## config.mk

```make
export PLATFORM = sky130hd
export DESIGN_NAME = ext_irq_sense_ctrl
export DESIGN_NICKNAME = d
export VERILOG_FILES = /design/src/rtl/ext_irq_pkg.sv /design/src/rtl/irq_ctrl_reg.sv /design/src/rtl/irq_sense_chan.sv /design/src/rtl/sleep_req_fsm.sv /design/src/rtl/ext_irq_sense_ctrl.sv
export SDC_FILE = /design/constraint.sdc
export NUM_CORES = 1
export LEC_CHECK = 0
export ABC_AREA = 1
export ABC_CLOCK_PERIOD_IN_PS = 1700
export CORE_ASPECT_RATIO = 0.75
export CORE_MARGIN = 10
export CORE_UTILIZATION = 40
export CTS_BUF_LIST = sky130_fd_sc_hd__clkbuf_8
export DETAILED_ROUTE_END_ITERATION = 6
export DONT_BUFFER_PORTS = 1
export GPL_TIMING_DRIVEN = 0
export SLEW_MARGIN = 5
export SYNTH_ARGS = -nofsm -noshare
export SYNTH_HDL_FRONTEND = slang
export SYNTH_SLANG_ARGS = --single-unit
```

## constraint.sdc

```tcl
create_clock -name clk -period 1.7 [get_ports clk]
set_input_delay 0.255 -clock clk [delete_from_list [all_inputs] [get_ports clk]]
set_output_delay 0.255 -clock clk [all_outputs]
set_load 0.05 [all_outputs]
```

## src/rtl/ext_irq_pkg.sv

```systemverilog
package ext_irq_pkg;

    typedef enum logic [1:0] {
        SNS_LOW  = 2'b00,
        SNS_ANY  = 2'b01,
        SNS_FALL = 2'b10,
        SNS_RISE = 2'b11
    } sense_e;

    typedef enum logic {
        CH_IDLE    = 1'b0,
        CH_PENDING = 1'b1
    } chan_state_e;

    typedef enum logic [1:0] {
        SLP_AWAKE     = 2'b00,
        SLP_IDLE_REQ  = 2'b01,
        SLP_PDOWN_REQ = 2'b10
    } sleep_state_e;

    // Polarity-adjusted view of a sample: modes that look for a low
    // (level, falling) see the inverted sample, the others see it as is.
    function automatic logic sense_term(input sense_e m, input logic s);
        return (m == SNS_LOW || m == SNS_FALL) ? ~s : s;
    endfunction

endpackage

```

## src/rtl/irq_ctrl_reg.sv

```systemverilog
module irq_ctrl_reg #(
    parameter int DATA_W = 8,
    parameter int NUM_CH = 2
) (
    input  logic                  clk,
    input  logic                  rst_n,
    input  logic                  we_i,
    input  logic [DATA_W-1:0]     wdata_i,
    output logic [DATA_W-1:0]     rdata_o,
    output logic [2*NUM_CH-1:0]   modes_o,
    output logic                  sleep_en_o,
    output logic                  sleep_mode_o
);
    localparam int MODE_BITS = 2 * NUM_CH;
    localparam int SM_BIT    = MODE_BITS;
    localparam int SE_BIT    = MODE_BITS + 1;
    localparam int USED      = MODE_BITS + 2;

    logic [USED-1:0] ctrl_q;

    always_ff @(posedge clk) begin
        if (!rst_n) begin
            ctrl_q <= '0;
        end else if (we_i) begin
            ctrl_q <= wdata_i[USED-1:0];
        end
    end

    assign rdata_o      = {{(DATA_W-USED){1'b0}}, ctrl_q};
    assign modes_o      = ctrl_q[MODE_BITS-1:0];
    assign sleep_mode_o = ctrl_q[SM_BIT];
    assign sleep_en_o   = ctrl_q[SE_BIT];

    AST_REG_WRITE: assert property (@(posedge clk) disable iff (!rst_n)
        we_i |=> rdata_o[USED-1:0] == $past(wdata_i[USED-1:0]));

endmodule

```

## src/rtl/irq_sense_chan.sv

```systemverilog
module irq_sense_chan
    import ext_irq_pkg::*;
#(
    parameter int SYNC_STAGES = 2
) (
    input  logic       clk,
    input  logic       rst_n,
    input  logic       pin_i,
    input  logic [1:0] mode_i,
    input  logic       ack_i,
    output logic       raw_req_o
);
    logic [SYNC_STAGES-1:0] sync_q;
    logic                   cur_q;
    logic                   prev_q;
    sense_e                 mode;
    sense_e                 mode_q;
    chan_state_e            state_q;
    chan_state_e            state_d;
    logic                   term_now;
    logic                   term_prev;
    logic                   evt;

    assign mode = sense_e'(mode_i);

    // Synchronizer, sampling register, previous sample and previous mode
    always_ff @(posedge clk) begin
        if (!rst_n) begin
            sync_q <= '1;
            cur_q  <= 1'b1;
            prev_q <= 1'b1;
            mode_q <= SNS_LOW;
        end else begin
            sync_q <= {sync_q[SYNC_STAGES-2:0], pin_i};
            cur_q  <= sync_q[SYNC_STAGES-1];
            prev_q <= cur_q;
            mode_q <= mode;
        end
    end

    // Event detection: previous sample judged under the previous mode
    always_comb begin
        term_now  = sense_term(mode, cur_q);
        term_prev = sense_term(mode_q, prev_q);
        unique case (mode)
            SNS_LOW: evt = 1'b0;
            SNS_ANY: evt = term_now ^ term_prev;
            default: evt = term_now & ~term_prev;
        endcase
    end

    // Pending state register
    always_ff @(posedge clk) begin
        if (!rst_n) state_q <= CH_IDLE;
        else        state_q <= state_d;
    end

    // Pending next state
    always_comb begin
        state_d = state_q;
        unique case (state_q)
            CH_IDLE:    if (evt)            state_d = CH_PENDING;
            CH_PENDING: if (ack_i && !evt)  state_d = CH_IDLE;
            default:                        state_d = CH_IDLE;
        endcase
    end

    // Request output
    always_comb begin
        if (mode == SNS_LOW) raw_req_o = ~cur_q;
        else                 raw_req_o = (state_q == CH_PENDING);
    end

    AST_PEND_SET: assert property (@(posedge clk) disable iff (!rst_n)
        evt |=> state_q == CH_PENDING);

    AST_ACK_CLR: assert property (@(posedge clk) disable iff (!rst_n)
        (state_q == CH_PENDING && ack_i && !evt) |=> state_q == CH_IDLE);

    AST_LEVEL_FOLLOW: assert property (@(posedge clk) disable iff (!rst_n)
        (mode == SNS_LOW && $fell(cur_q)) |-> raw_req_o);

endmodule

```

## src/rtl/sleep_req_fsm.sv

```systemverilog
module sleep_req_fsm
    import ext_irq_pkg::*;
(
    input  logic clk,
    input  logic rst_n,
    input  logic strobe_i,
    input  logic sleep_en_i,
    input  logic sleep_mode_i,
    output logic idle_req_o,
    output logic pdown_req_o
);
    sleep_state_e state_q;
    sleep_state_e state_d;

    always_ff @(posedge clk) begin
        if (!rst_n) state_q <= SLP_AWAKE;
        else        state_q <= state_d;
    end

    always_comb begin
        state_d = SLP_AWAKE;
        unique case (state_q)
            SLP_AWAKE, SLP_IDLE_REQ, SLP_PDOWN_REQ: begin
                if (strobe_i && sleep_en_i)
                    state_d = sleep_mode_i ? SLP_PDOWN_REQ : SLP_IDLE_REQ;
            end
            default: state_d = SLP_AWAKE;
        endcase
    end

    always_comb begin
        idle_req_o  = 1'b0;
        pdown_req_o = 1'b0;
        unique case (state_q)
            SLP_IDLE_REQ:  idle_req_o  = 1'b1;
            SLP_PDOWN_REQ: pdown_req_o = 1'b1;
            default: ;
        endcase
    end

    AST_SLP_EXCL: assert property (@(posedge clk) disable iff (!rst_n)
        $onehot0({idle_req_o, pdown_req_o}));

    AST_SLP_IDLE: assert property (@(posedge clk) disable iff (!rst_n)
        (strobe_i && sleep_en_i && !sleep_mode_i) |=> idle_req_o);

    AST_SLP_NONE: assert property (@(posedge clk) disable iff (!rst_n)
        !(strobe_i && sleep_en_i) |=> !(idle_req_o || pdown_req_o));

endmodule

```

## src/rtl/ext_irq_sense_ctrl.sv

```systemverilog
module ext_irq_sense_ctrl #(
    parameter int DATA_W      = 8,
    parameter int NUM_CH      = 2,
    parameter int SYNC_STAGES = 2
) (
    input  logic              clk,
    input  logic              rst_n,
    input  logic              reg_we,
    input  logic [DATA_W-1:0] reg_wdata,
    output logic [DATA_W-1:0] reg_rdata,
    input  logic [NUM_CH-1:0] ext_pin,
    input  logic [NUM_CH-1:0] irq_mask,
    input  logic              irq_gie,
    input  logic [NUM_CH-1:0] irq_ack,
    output logic [NUM_CH-1:0] irq_req,
    input  logic              sleep_strobe,
    output logic              sleep_idle_req,
    output logic              sleep_pdown_req
);
    logic [2*NUM_CH-1:0] modes;
    logic                sleep_en;
    logic                sleep_mode;
    logic [NUM_CH-1:0]   raw_req;

    irq_ctrl_reg #(.DATA_W(DATA_W), .NUM_CH(NUM_CH)) u_reg (
        .clk          (clk),
        .rst_n        (rst_n),
        .we_i         (reg_we),
        .wdata_i      (reg_wdata),
        .rdata_o      (reg_rdata),
        .modes_o      (modes),
        .sleep_en_o   (sleep_en),
        .sleep_mode_o (sleep_mode)
    );

    for (genvar i = 0; i < NUM_CH; i++) begin : g_ch
        irq_sense_chan #(.SYNC_STAGES(SYNC_STAGES)) u_chan (
            .clk       (clk),
            .rst_n     (rst_n),
            .pin_i     (ext_pin[i]),
            .mode_i    (modes[2*i +: 2]),
            .ack_i     (irq_ack[i]),
            .raw_req_o (raw_req[i])
        );

        assign irq_req[i] = raw_req[i] & irq_gie & irq_mask[i];

        AST_GATE: assert property (@(posedge clk) disable iff (!rst_n)
            irq_req[i] |-> (irq_gie && irq_mask[i]));
    end

    sleep_req_fsm u_sleep (
        .clk          (clk),
        .rst_n        (rst_n),
        .strobe_i     (sleep_strobe),
        .sleep_en_i   (sleep_en),
        .sleep_mode_i (sleep_mode),
        .idle_req_o   (sleep_idle_req),
        .pdown_req_o  (sleep_pdown_req)
    );

endmodule

```

Word-level counts from Yosys, hierarchy flattened
Index checks and enable logic that the tools add are counted.
Widths: inputs -> output; s select.

operators by class
  bitwise logic cells = 16
  muxes and demuxes = 17
  eq/ne operators = 8
  reductions and logical operators = 16

operator list
  cell                number
  $mux 1              12
  $eq 2x2->1 const B  5
  $logic_not 2->1     5
  $not 1->1           8
  $pmux 1 s2          4
  $and 1x1->1         6
  $eq 2x1->1 const B  3
  $logic_or 1x1->1    4
  $logic_and 1x1->1   3
  $reduce_and 3->1    1
  $reduce_or 3->1     1
  $logic_not 1->1     2
  $mux 2              1
  $xor 1x1->1         2

word-level totals
  word-level logic and storage cells = 69
  input port bits = 19
  output and inout bits = 12
  register bits = 22

Longest topological paths before layout
Gate-level depths: netlist (run 1).

  depth after elaboration = 10
  mapped depth = 6
  gate-level depth less buffers = 6

Hierarchy
A second synthesis (run 1) with hierarchy kept.

second synthesis, totals
  cell total of the unflattened synthesis = 118
  area total of the unflattened synthesis = 893.4 um^2

by module, submodules not included
  module              instances  area an instance (um^2)  cells an instance  sequential area each (um^2)
  irq_sense_chan      2          232.7                    27                 120.1
  irq_ctrl_reg        1          320.3                    46                 120.1
  sleep_req_fsm       1          80.1                     12                 40.0
  ext_irq_sense_ctrl  1          27.5                     6                  0.0

Worst setup path before layout (run 1)
OpenSTA, ideal clock, no wires.

  path kind = flip-flop to output port
  start point = register u_reg.ctrl_q[0]
  end point = output irq_req[0]
  setup slack = -0.144 ns
  stages on the path, launching flop included = 5
  data required time = 1.445 ns
  buffers on the path = 0
  arrival time = 1.589 ns
  cells stage by stage = dfxtp_1 > nor2_1 > nand2_1 > o21ai_0 > nor2_1

on the way
  longest elaborated chain between the ends = 4

ends and longest elaborated chain
  what                       RTL line                  RTL
  start: declaration         irq_ctrl_reg.sv:19        logic [USED-1:0] ctrl_q;
  start signal: assignment   irq_ctrl_reg.sv:25        ctrl_q <= wdata_i[USED-1:0];
  $logic_not 2->1            irq_sense_chan.sv:70      if (mode == SNS_LOW) raw_req_o = ~cur_q;
  $mux 1                     irq_sense_chan.sv:70
  $and 1x1->1 (2 in series)  ext_irq_sense_ctrl.sv:46  assign irq_req[i] = raw_req[i] & irq_gie & irq_mask[i];
  end: declaration           ext_irq_sense_ctrl.sv:15  output logic [NUM_CH-1:0] irq_req,

Every way passes these cells.

Worst setup path after layout (run 1)
  start point = register u_reg.ctrl_q[1]
  end point = output irq_req[0]

Same word-level chain as after synthesis.

==> run metrics, run 1 <==
Final setup viols 0; min Tclk post-route 1.63 ns; buffers and inverters on the worst path 0; Worst-path clk slew 0.07 ns; family with the most delay on the worst path flip-flops; post-synth cell types 17; Layout Skew 0.00301 ns; Core Region 1810 um^2; final wirelength 1480 um; Yosys top cell area share 50.5%; GRT Total Usage 7.40%; number of global-route vias before repair 494; status finished clean; post-synthesis sequential area ratio 50.5%; FF-to-FF path depth 5; vias per cell 4.48; hpwl dp 1160 um; Top Ports 31; initial detailed-routing violation count 16; Antenna Nets Post-Route 0; fill count 183; Hold Startpoint ext_pin[1]; WHS Path Cells 1; CTS max path bufs 2; WL/cell 11.9 um; worst-case vdd ir drop 659 uV; RR Endpoint g_ch[1].u_chan.state_q; Post-CTS Setup Bufs 0; Buffers on Ports 0; Startpoint Class register; WHS Endpoint g_ch[1].u_chan.sync_q[0]; Crit Path Max Fanout 4; Hold-fix buffers, CTS 0; Root Buffer clkbuf_8; Mapped Area 793 um^2; gpl congestion 0.720; register area 410 um^2; hold slack 0.100 ns; TritonRoute pass-1 iters 4; Die W 71.4 um; Final Hold Violating Endpoints 0; pin count of the biggest net entering global routing 11; setup TNS 0 ns; initial antenna violation count 0; WP data arrival 1.38 ns; DR vias 555; H-tree Lvls 1; synth warn 0; share of layout cells above drive strength 1 16.7%; first-pass GRT wire length 2440 um; Synth Register Bits 20; R2R Path Start u_reg.ctrl_q[2]; fin crit share 96.1%; CP Data Required Time 1.44 ns; P&R area growth vs syn 12.3%; MaxCap Viol Count 0; area leader, netlist dfxtp_1; Syn Area/Cell 8.09 um^2; number of CTS-inserted buffers 3; slew at the pin with the worst max-slew slack 0.901 ns; max incr delay on CP 0.52 ns; Lkg Pwr 0.395 nW; max frequency 612 MHz; Die Y 58.6 um; leading post-synthesis cells by cell area dfxtp_1 (50%), nor2_1 (9.5%), nand2_1 (7.1%); max-slew violations 0; CTS tree done; Total Die Area 4180 um^2; Post-Synthesis Cells 98; crit path kind reg2out; initial core utilization 43.9%; residual DRC count 0; clk sink count 20; fin nets 125; Critical Path End Type primary output; reg-to-reg setup timing slack 0.56 ns; FP Rows 13; antenna cells 0; critical-path cell list nor2_1 > nand2_1 > o21ai_0 > nor2_4; GR Overflow Total 0; Clk Latency, worst-skew pair 0.25 ns; RSZ-0062 raised after global routing no; min-delay worst type in2reg; PD cells 1050 nW/um^2; headroom to the max-slew limit 39.7%; critical path's slowest cell dfxtp_2; area of the multi-input gates 329 um^2
worst max-delay path by stage:
stage,start,endpoint,slack [ns],depth (start not counted)
CTS,u_reg.ctrl_q[0],irq_req[0],0.0007,4
finish,u_reg.ctrl_q[1],irq_req[0],0.07,4
detailed placement,u_reg.ctrl_q[0],irq_req[0],-0.07,4
global placement,u_reg.ctrl_q[0],irq_req[0],-0.07,4
global route,u_reg.ctrl_q[3],irq_req[1],0.008,4
floorplan,u_reg.ctrl_q[0],irq_req[0],0.06,4
what timing repair did:
item | CTS | global route
gates cloned | 0 | 0
endpoints found under the setup margin | 2 | 2
resized for setup | 6 | 2
endpoints found under the hold margin | 0 | 0
per-stage QoR:
step | setup slack, ns | std cells | cell area [um^2] | total power [mW] | util (%)
after detailed placement | -0.0718 | 121 | 830 | 0.651 | 45.9
after floorplan | 0.0623 | 99 | 802 | 0.634 | -
after global placement | -0.0729 | 121 | 830 | 0.648 | 45.9
after CTS | 0.000735 | 124 | 886 | 0.950 | 49.1
final | 0.0658 | 124 | 891 | 0.939 | 49.3
after global routing | 0.00787 | 124 | 891 | 0.988 | 49.3
synthesized netlist by cell type:
library cell	instances
o21ai_1	2
nand2_1	15
nand4_1	1
buf_4	4
ha_1	2
inv_2	2
o21ai_2	1
dfxtp_1	20
inv_1	9
buf_6	1
xor2_1	2
xnor2_1	2
a21oi_1	3
or2_1	8
nor2_1	20
conb_1	1
o21ai_0	5
power breakdown:
group / internal [mW] / total [mW] / switching, mW
Sequential: 0.492 / 0.532 / 0.0402
Combinational: 0.0375 / 0.111 / 0.0736
Clock: 0.157 / 0.296 / 0.139
area by class of cell:
class / instances / share of cell area (%)
well taps: 22 / 3.09
plain buffers: 5 / 4.63
inverters: 11 / 4.63
clock buffers: 3 / 4.63
flip-flops and latches: 20 / 46.1
multi-input cells: 63 / 36.9
sequential cells by signal (all words and copies together) (netlist names):
name / cells
u_sleep.state_q: 2
g_ch.u_chan.sync_q: 4
g_ch.u_chan.cur_q: 2
g_ch.u_chan.mode_q: 2
g_ch.u_chan.prev_q: 2
u_reg.ctrl_q: 6
g_ch.u_chan.state_q: 2
kinds of logic after synthesis:
group	Yosys count	synth area share, %
fa+ha+maj	2	3.15
simple gates	44	23.7
compound gates	11	7.41
xor+xnor	4	4.42
flops	20	50.5
buf+inv	16	10.4
other cells	1	0.473
layer usage:
metal / GRT usage (%) / vias to the layer above / wire length, um
met5: 0 / - / 0
met4: 4.13 / 0 / 23
met3: 6.53 / 5 / 215
met2: 10.3 / 19 / 596
met1: 7.41 / 227 / 643
li1: - / 304 / -
layout by cell type, fill, tap and decap left out:
cell,instances
nor2_1,18
dfxtp_1,16
nand2_1,15
inv_1,9
or2_1,8
o21ai_0,5
buf_4,4
a21oi_1,3
clkbuf_8,3
xnor2_1,2
xor2_1,2
nor2_4,2
inv_2,2
o21ai_1,2
ha_1,2
conb_1,2
dfxtp_4,2
dfxtp_2,2
buf_6,1
nand4_1,1
o21ai_2,1
No activity file was read; power rests on OpenSTA's default activity.
==> inputs of run 2 (changes only) <==
--- a/config.mk
+++ b/config.mk
@@ -13,7 +13,6 @@
 export CTS_BUF_LIST = sky130_fd_sc_hd__clkbuf_8
 export DETAILED_ROUTE_END_ITERATION = 6
 export DONT_BUFFER_PORTS = 1
-export GPL_TIMING_DRIVEN = 0
 export SLEW_MARGIN = 5
 export SYNTH_ARGS = -nofsm -noshare
 export SYNTH_HDL_FRONTEND = slang
==> run 2 against run 1 <==
  * Routed wire length up 5.8%
  * First-iteration DRC count decreased by 63%
  * Final cell count increased by 2.4%
  * Fmax grew 11%
  * Largest power group unchanged
==> run metrics, run 2 (synthesized netlist as in run 1, its figures left out) <==
status finished clean; Crit Path Max Fanout 6 (+2); Clk Latency, worst-skew pair 0.25 ns (about the same); buffers and inverters on the worst path 1 (+1); hpwl dp 1260 um (+9.0%); H-tree Lvls 1 (unchanged); critical path's slowest cell dfxtp_1; reg-to-reg setup timing slack 0.58 ns (+0.02 ns); Final setup viols 0 (unchanged); share of layout cells above drive strength 1 15.2% (-1.4 points); post_cts resized 0 (-6); Worst-path clk slew 0.06 ns (about the same); clk sink count 20 (unchanged); worst-case vdd ir drop 554 uV (-16%); Inst Count DP 124 (+2.5%); min-delay worst type in2reg; Layout Skew 0.00103 ns (-0.00198 ns); initial core utilization 43.9% (unchanged); hold slack 0.0978 ns (-0.00240 ns); GRT Total Usage 8.22% (+0.82 points); Core Util, Final 50.7% (+1.3 points); CP Data Required Time 1.44 ns (about the same); Buffers on Ports 0 (unchanged); setup TNS 0 ns (unchanged); slew at the pin with the worst max-slew slack 0.555 ns (-0.346 ns); WP data arrival 1.22 ns (-0.16 ns); crit path kind reg2out; MaxCap Viol Count 0 (unchanged); residual DRC count 0 (unchanged); max incr delay on CP 0.44 ns (-0.08 ns); RSZ-0062 raised after global routing no; R2R Path Start u_reg.ctrl_q[0]; fin crit share 86.8% (-9.4 points); Critical Path End Type primary output; Post-CTS Setup Bufs 0 (unchanged); most frequent cells in the layout dfxtp_1 (20), nor2_1 (18), nand2_1 (15); WHS Endpoint g_ch[0].u_chan.sync_q[0]; WL/cell 12.3 um (+3.3%); Top Ports 31 (unchanged); Antenna Nets Post-Route 0 (unchanged); final wirelength 1560 um (+5.8%); antenna cells 0 (unchanged); fin cells 127 (+2.4%); Startpoint Class register; Die W 71.4 um (unchanged); P&R area growth vs syn 15.3%; first-pass GRT wire length 2690 um (+10%); Hold Startpoint ext_pin[0]; RR Endpoint g_ch[0].u_chan.state_q; max reg flops 6 (unchanged); gpl congestion 0.685 (-4.9%); family with the most delay on the worst path flip-flops; initial detailed-routing violation count 6 (-10); Lkg Pwr 0.414 nW (+4.6%); initial antenna violation count 0 (unchanged); WHS Path Cells 1 (unchanged); FP Rows 13 (unchanged); vias per cell 4.53 (+1.2%); FF-to-FF path depth 5 (unchanged); Total Die Area 4180 um^2 (unchanged); DR vias 575 (+3.6%); Top reg by flops u_reg.ctrl_q; largest registers u_reg.ctrl_q (6), g_ch.u_chan.sync_q (4); Die Y 58.6 um (unchanged); max-slew violations 0 (unchanged); commonest non-fill, non-tap cell in the layout dfxtp_1; fill count 183 (unchanged); CTS max path bufs 2 (unchanged); TritonRoute pass-1 iters 4 (unchanged); Final Hold Violating Endpoints 0 (unchanged); CTS tree done; GR Overflow Total 0 (unchanged); Root Buffer clkbuf_8; pin count of the biggest net entering global routing 11 (unchanged); min Tclk post-route 1.48 ns (-0.159 ns); power consumption 939 uW (about the same); fin nets 128 (+2.4%); max frequency 678 MHz (+11%); headroom to the max-slew limit 62.9% (+23 points); Core Region 1810 um^2 (unchanged); critical-path cell list nor2_1 > nand2_1 > o21ai_0 > nor2_2 > buf_12; Hold-fix buffers, CTS 0 (unchanged); PD cells 1030 nW/um^2 (-2.6%); number of CTS-inserted buffers 3 (unchanged); number of global-route vias before repair 566 (+15%)
[run 2: cell count changes in the layout (fill, tap and decap cells not counted), sizes merged]
cell,previous run,this run
buf,5,8
[run 2: how the worst max path moves through the flow]
| stage | slack [ns] | startpoint | cells after the start | to |
|---|---|---|---|---|
| after global routing | 0.12 | u_reg.ctrl_q[0] | 5 | irq_req[0] |
| final | 0.22 | u_reg.ctrl_q[0] | 5 | irq_req[0] |
| after global placement | 0.51 | u_reg.ctrl_q[0] | 5 | irq_req[0] |
| after floorplan | 0.06 | u_reg.ctrl_q[0] | 4 | irq_req[0] |
| after detailed placement | 0.50 | u_reg.ctrl_q[0] | 5 | irq_req[0] |
| after CTS | 0.21 | u_reg.ctrl_q[0] | 5 | irq_req[0] |
[run 2: per-stage QoR]
step	setup WS, ns	cell area [um^2]
6_report	0.225	915
5_1_grt	0.118	915
4_1_cts	0.213	915
3_5_place_dp	0.495	873
3_3_place_gp	0.507	873
2_1_floorplan	0.0623	802
[run 2: per-layer routing]
layer	track usage, %	wire length (um)	part of all wire [%]
met1	8.23	622	40
met2	12.1	681	44
met3	6.20	221	14
met4	4.96	38	2.4
met5	0	0	0
[run 2: final cells by class]
| cell class | count | area [um^2] | area share (%) |
|---|---|---|---|
| inverter | 11 | 41.3 | 4.51 |
| clock buffer | 3 | 41.3 | 4.51 |
| multi-input combinational | 63 | 319 | 34.9 |
| timing repair buffer | 8 | 85.1 | 9.30 |
| sequential | 20 | 400 | 43.8 |
| tap | 22 | 27.5 | 3.01 |
[run 2: worst register-to-register path: cells and delay by family (launching register included)]
family | cells | cell delay (ns)
flip-flops | 1 | 0.44
adder cells (fa/ha/maj) | 1 | 0.29
AND/OR/NAND/NOR | 3 | 0.23
XOR/XNOR | 1 | 0.11
[run 2: where the power goes]
part / total (mW) / switching (mW) / internal [mW]
combinational: 0.130 / 0.0850 / 0.0446
clock: 0.292 / 0.135 / 0.157
sequential: 0.517 / 0.0257 / 0.491
total: 0.939 / 0.245 / 0.693
==> inputs of run 3 (changes only) <==
--- a/config.mk
+++ b/config.mk
@@ -13,6 +13,7 @@
 export CTS_BUF_LIST = sky130_fd_sc_hd__clkbuf_8
 export DETAILED_ROUTE_END_ITERATION = 6
 export DONT_BUFFER_PORTS = 1
+export REMOVE_ABC_BUFFERS = 1
 export SLEW_MARGIN = 5
 export SYNTH_ARGS = -nofsm -noshare
 export SYNTH_HDL_FRONTEND = slang
==> run 3 against run 2 <==
  * Register-to-register slack barely moved
  * Critical path type unchanged
  * Non-clock buffer count did not move
  * Routed wire length fell by 2.2%
  * Critical endpoint is now irq_req[1]
  * Worst hold slack got worse by 0.0088 ns
  * Largest cell class unchanged
  * Utilization did not move
==> run metrics, run 3 (synthesized netlist as in run 1, its figures left out) <==
R2R Path Start u_reg.ctrl_q[2]; setup TNS 0 ns (unchanged); crit path kind reg2out; H-tree Lvls 1 (unchanged); met3 WL 210 um (-5.0%); TritonRoute pass-1 iters 4 (unchanged); Lkg Pwr 0.422 nW (+2.1%); most numerous cell on the critical path nor2_1; hpwl dp 1210 um (-4.5%); worst-case vdd ir drop 802 uV (+45%); WP data arrival 1.21 ns (about the same); max reg flops 6 (unchanged); design area 915 um^2 (unchanged); GRT Total Usage 7.57% (-0.65 points); Total Die Area 4180 um^2 (unchanged); vias per cell 4.41 (-2.7%); fin crit share 86.1% (-0.62 points); FP Rows 13 (unchanged); most frequent cells in the layout nor2_1 (20), dfxtp_1 (20), nand2_1 (15); CP Data Required Time 1.44 ns (about the same); register area 400 um^2 (unchanged); RR Endpoint g_ch[1].u_chan.state_q; initial detailed-routing violation count 17 (+11); largest registers u_reg.ctrl_q (6), g_ch.u_chan.sync_q (4); Critical Path End Type primary output; Core Region 1810 um^2 (unchanged); max incr delay on CP 0.44 ns (about the same); Root Buffer clkbuf_8; post_cts resized 0 (unchanged); wire length on met1 603 um (-3.1%); CTS max path bufs 2 (unchanged); PD cells 1210 nW/um^2 (+18%); residual DRC count 0 (unchanged); Hold Startpoint ext_pin[1]; CTS tree done; MaxCap Viol Count 0 (unchanged); Startpoint Class register; P&R area growth vs syn 15.3% (unchanged); Top Ports 31 (unchanged); Final Hold Violating Endpoints 0 (unchanged); GR Overflow Total 0 (unchanged); number of global-route vias before repair 563 (-0.53%); Crit Path Max Fanout 6 (unchanged); antenna cells 0 (unchanged); WHS Endpoint g_ch[1].u_chan.sync_q[0]; Hold-fix buffers, CTS 0 (unchanged); share of layout cells above drive strength 1 14.2% (-1.1 points); WHS Path Cells 1 (unchanged); slew at the pin with the worst max-slew slack 0.567 ns (+0.0124 ns); uppermost layer routed met3; RSZ-0062 raised after global routing no; max frequency 683 MHz (+0.72%); Clk Latency, worst-skew pair 0.26 ns (about the same); gpl congestion 0.669 (-2.3%); headroom to the max-slew limit 62.1% (-0.83 points); Post-CTS Setup Bufs 0 (unchanged); Antenna Nets Post-Route 0 (unchanged); pin count of the biggest net entering global routing 13 (+2); Core Util, Final 50.7% (unchanged); number of CTS-inserted buffers 3 (unchanged); critical path's slowest cell dfxtp_1; first-pass GRT wire length 2470 um (-8.2%); Die W 71.4 um (unchanged); dpl cell area 843 um^2 (-3.4%); reg-to-reg setup timing slack 0.58 ns (about the same); area of the multi-input gates 314 um^2 (-1.6%); Buffers on Ports 0 (unchanged); DR vias 564 (-1.9%); clk sink count 20 (unchanged); Top reg by flops u_reg.ctrl_q; FF-to-FF path depth 5 (unchanged); Layout Skew 0.00589 ns (+0.00486 ns); min-delay worst type in2reg; fin nets 128 (unchanged); Routed met2 length 714 um (+4.8%); Final setup viols 0 (unchanged); critical-path cell list nor2_1 > nand2_1 > o21ai_0 > nor2_1 > buf_4; status finished clean; initial antenna violation count 0 (unchanged); max-slew violations 0 (unchanged); fill count 178 (-2.7%); Worst-path clk slew 0.08 ns (+0.02 ns); WL/cell 11.9 um (-3.0%); initial core utilization 43.9% (unchanged); min Tclk post-route 1.46 ns (-0.0106 ns); final wirelength 1530 um (-2.2%); Die Y 58.6 um (unchanged)
## run 3: cell types whose count changed in the layout (fill, tap and decap cells not counted)
cell / change
buf_12: -2
buf_4: +2
nor2_1: +2
bufinv_16: +1
nor2_2: -2
## run 3: power breakdown
group          internal (mW)  switching (mW)  total [mW]
Sequential             0.491          0.0252       0.516
Combinational         0.0385          0.0822       0.121
Clock                  0.314           0.155       0.469
Total                  0.843           0.262        1.11
## run 3: cell type report
class / count / share of cell area (%)
flip-flops and latches: 20 / 43.8
multi-input cells: 63 / 34.3
repair buffers: 8 / 6.57
clock buffers: 3 / 4.51
inverters: 11 / 4.51
clock inverters: 1 / 3.28
well taps: 22 / 3.01
## run 3: per-stage QoR
| stage | hold slack (ns) | setup slack, ns | total power [mW] | cells |
|---|---|---|---|---|
| after floorplan | 0.353 | -0.144 | 0.620 | 94 |
| after global placement | 0.357 | 0.530 | 0.647 | 124 |
| after detailed placement | 0.359 | 0.508 | 0.650 | 124 |
| after CTS | 0.0830 | 0.212 | 1.12 | 128 |
| after global routing | 0.0725 | 0.0565 | 1.17 | 128 |
| final | 0.0890 | 0.236 | 1.11 | 128 |
## run 3: how the worst max path moves through the flow
stage	end	slack [ns]	cells past startpoint	startpoint
6_report	irq_req[1]	0.24	5	u_reg.ctrl_q[2]
4_1_cts	irq_req[1]	0.21	5	u_reg.ctrl_q[2]
3_3_place_gp	irq_req[1]	0.53	5	u_reg.ctrl_q[2]
3_5_place_dp	irq_req[1]	0.51	5	u_reg.ctrl_q[2]
2_1_floorplan	irq_req[0]	-0.14	4	u_reg.ctrl_q[0]
5_1_grt	irq_req[1]	0.06	5	u_reg.ctrl_q[2]
## run 3: layer usage
layer | vias up | track usage (%)
li1 | 306 | -
met2 | 20 | 12.7
met3 | 0 | 6.53
met5 | - | 0
met4 | 0 | 2.48
met1 | 238 | 6.64
## run 3: worst max-delay path: cells and delay by family, from the launching register on
kind	cells	cell delay, ns
flops	1	0.44
compound gates	1	0.07
buf+inv	1	0.20
simple gates	3	0.24
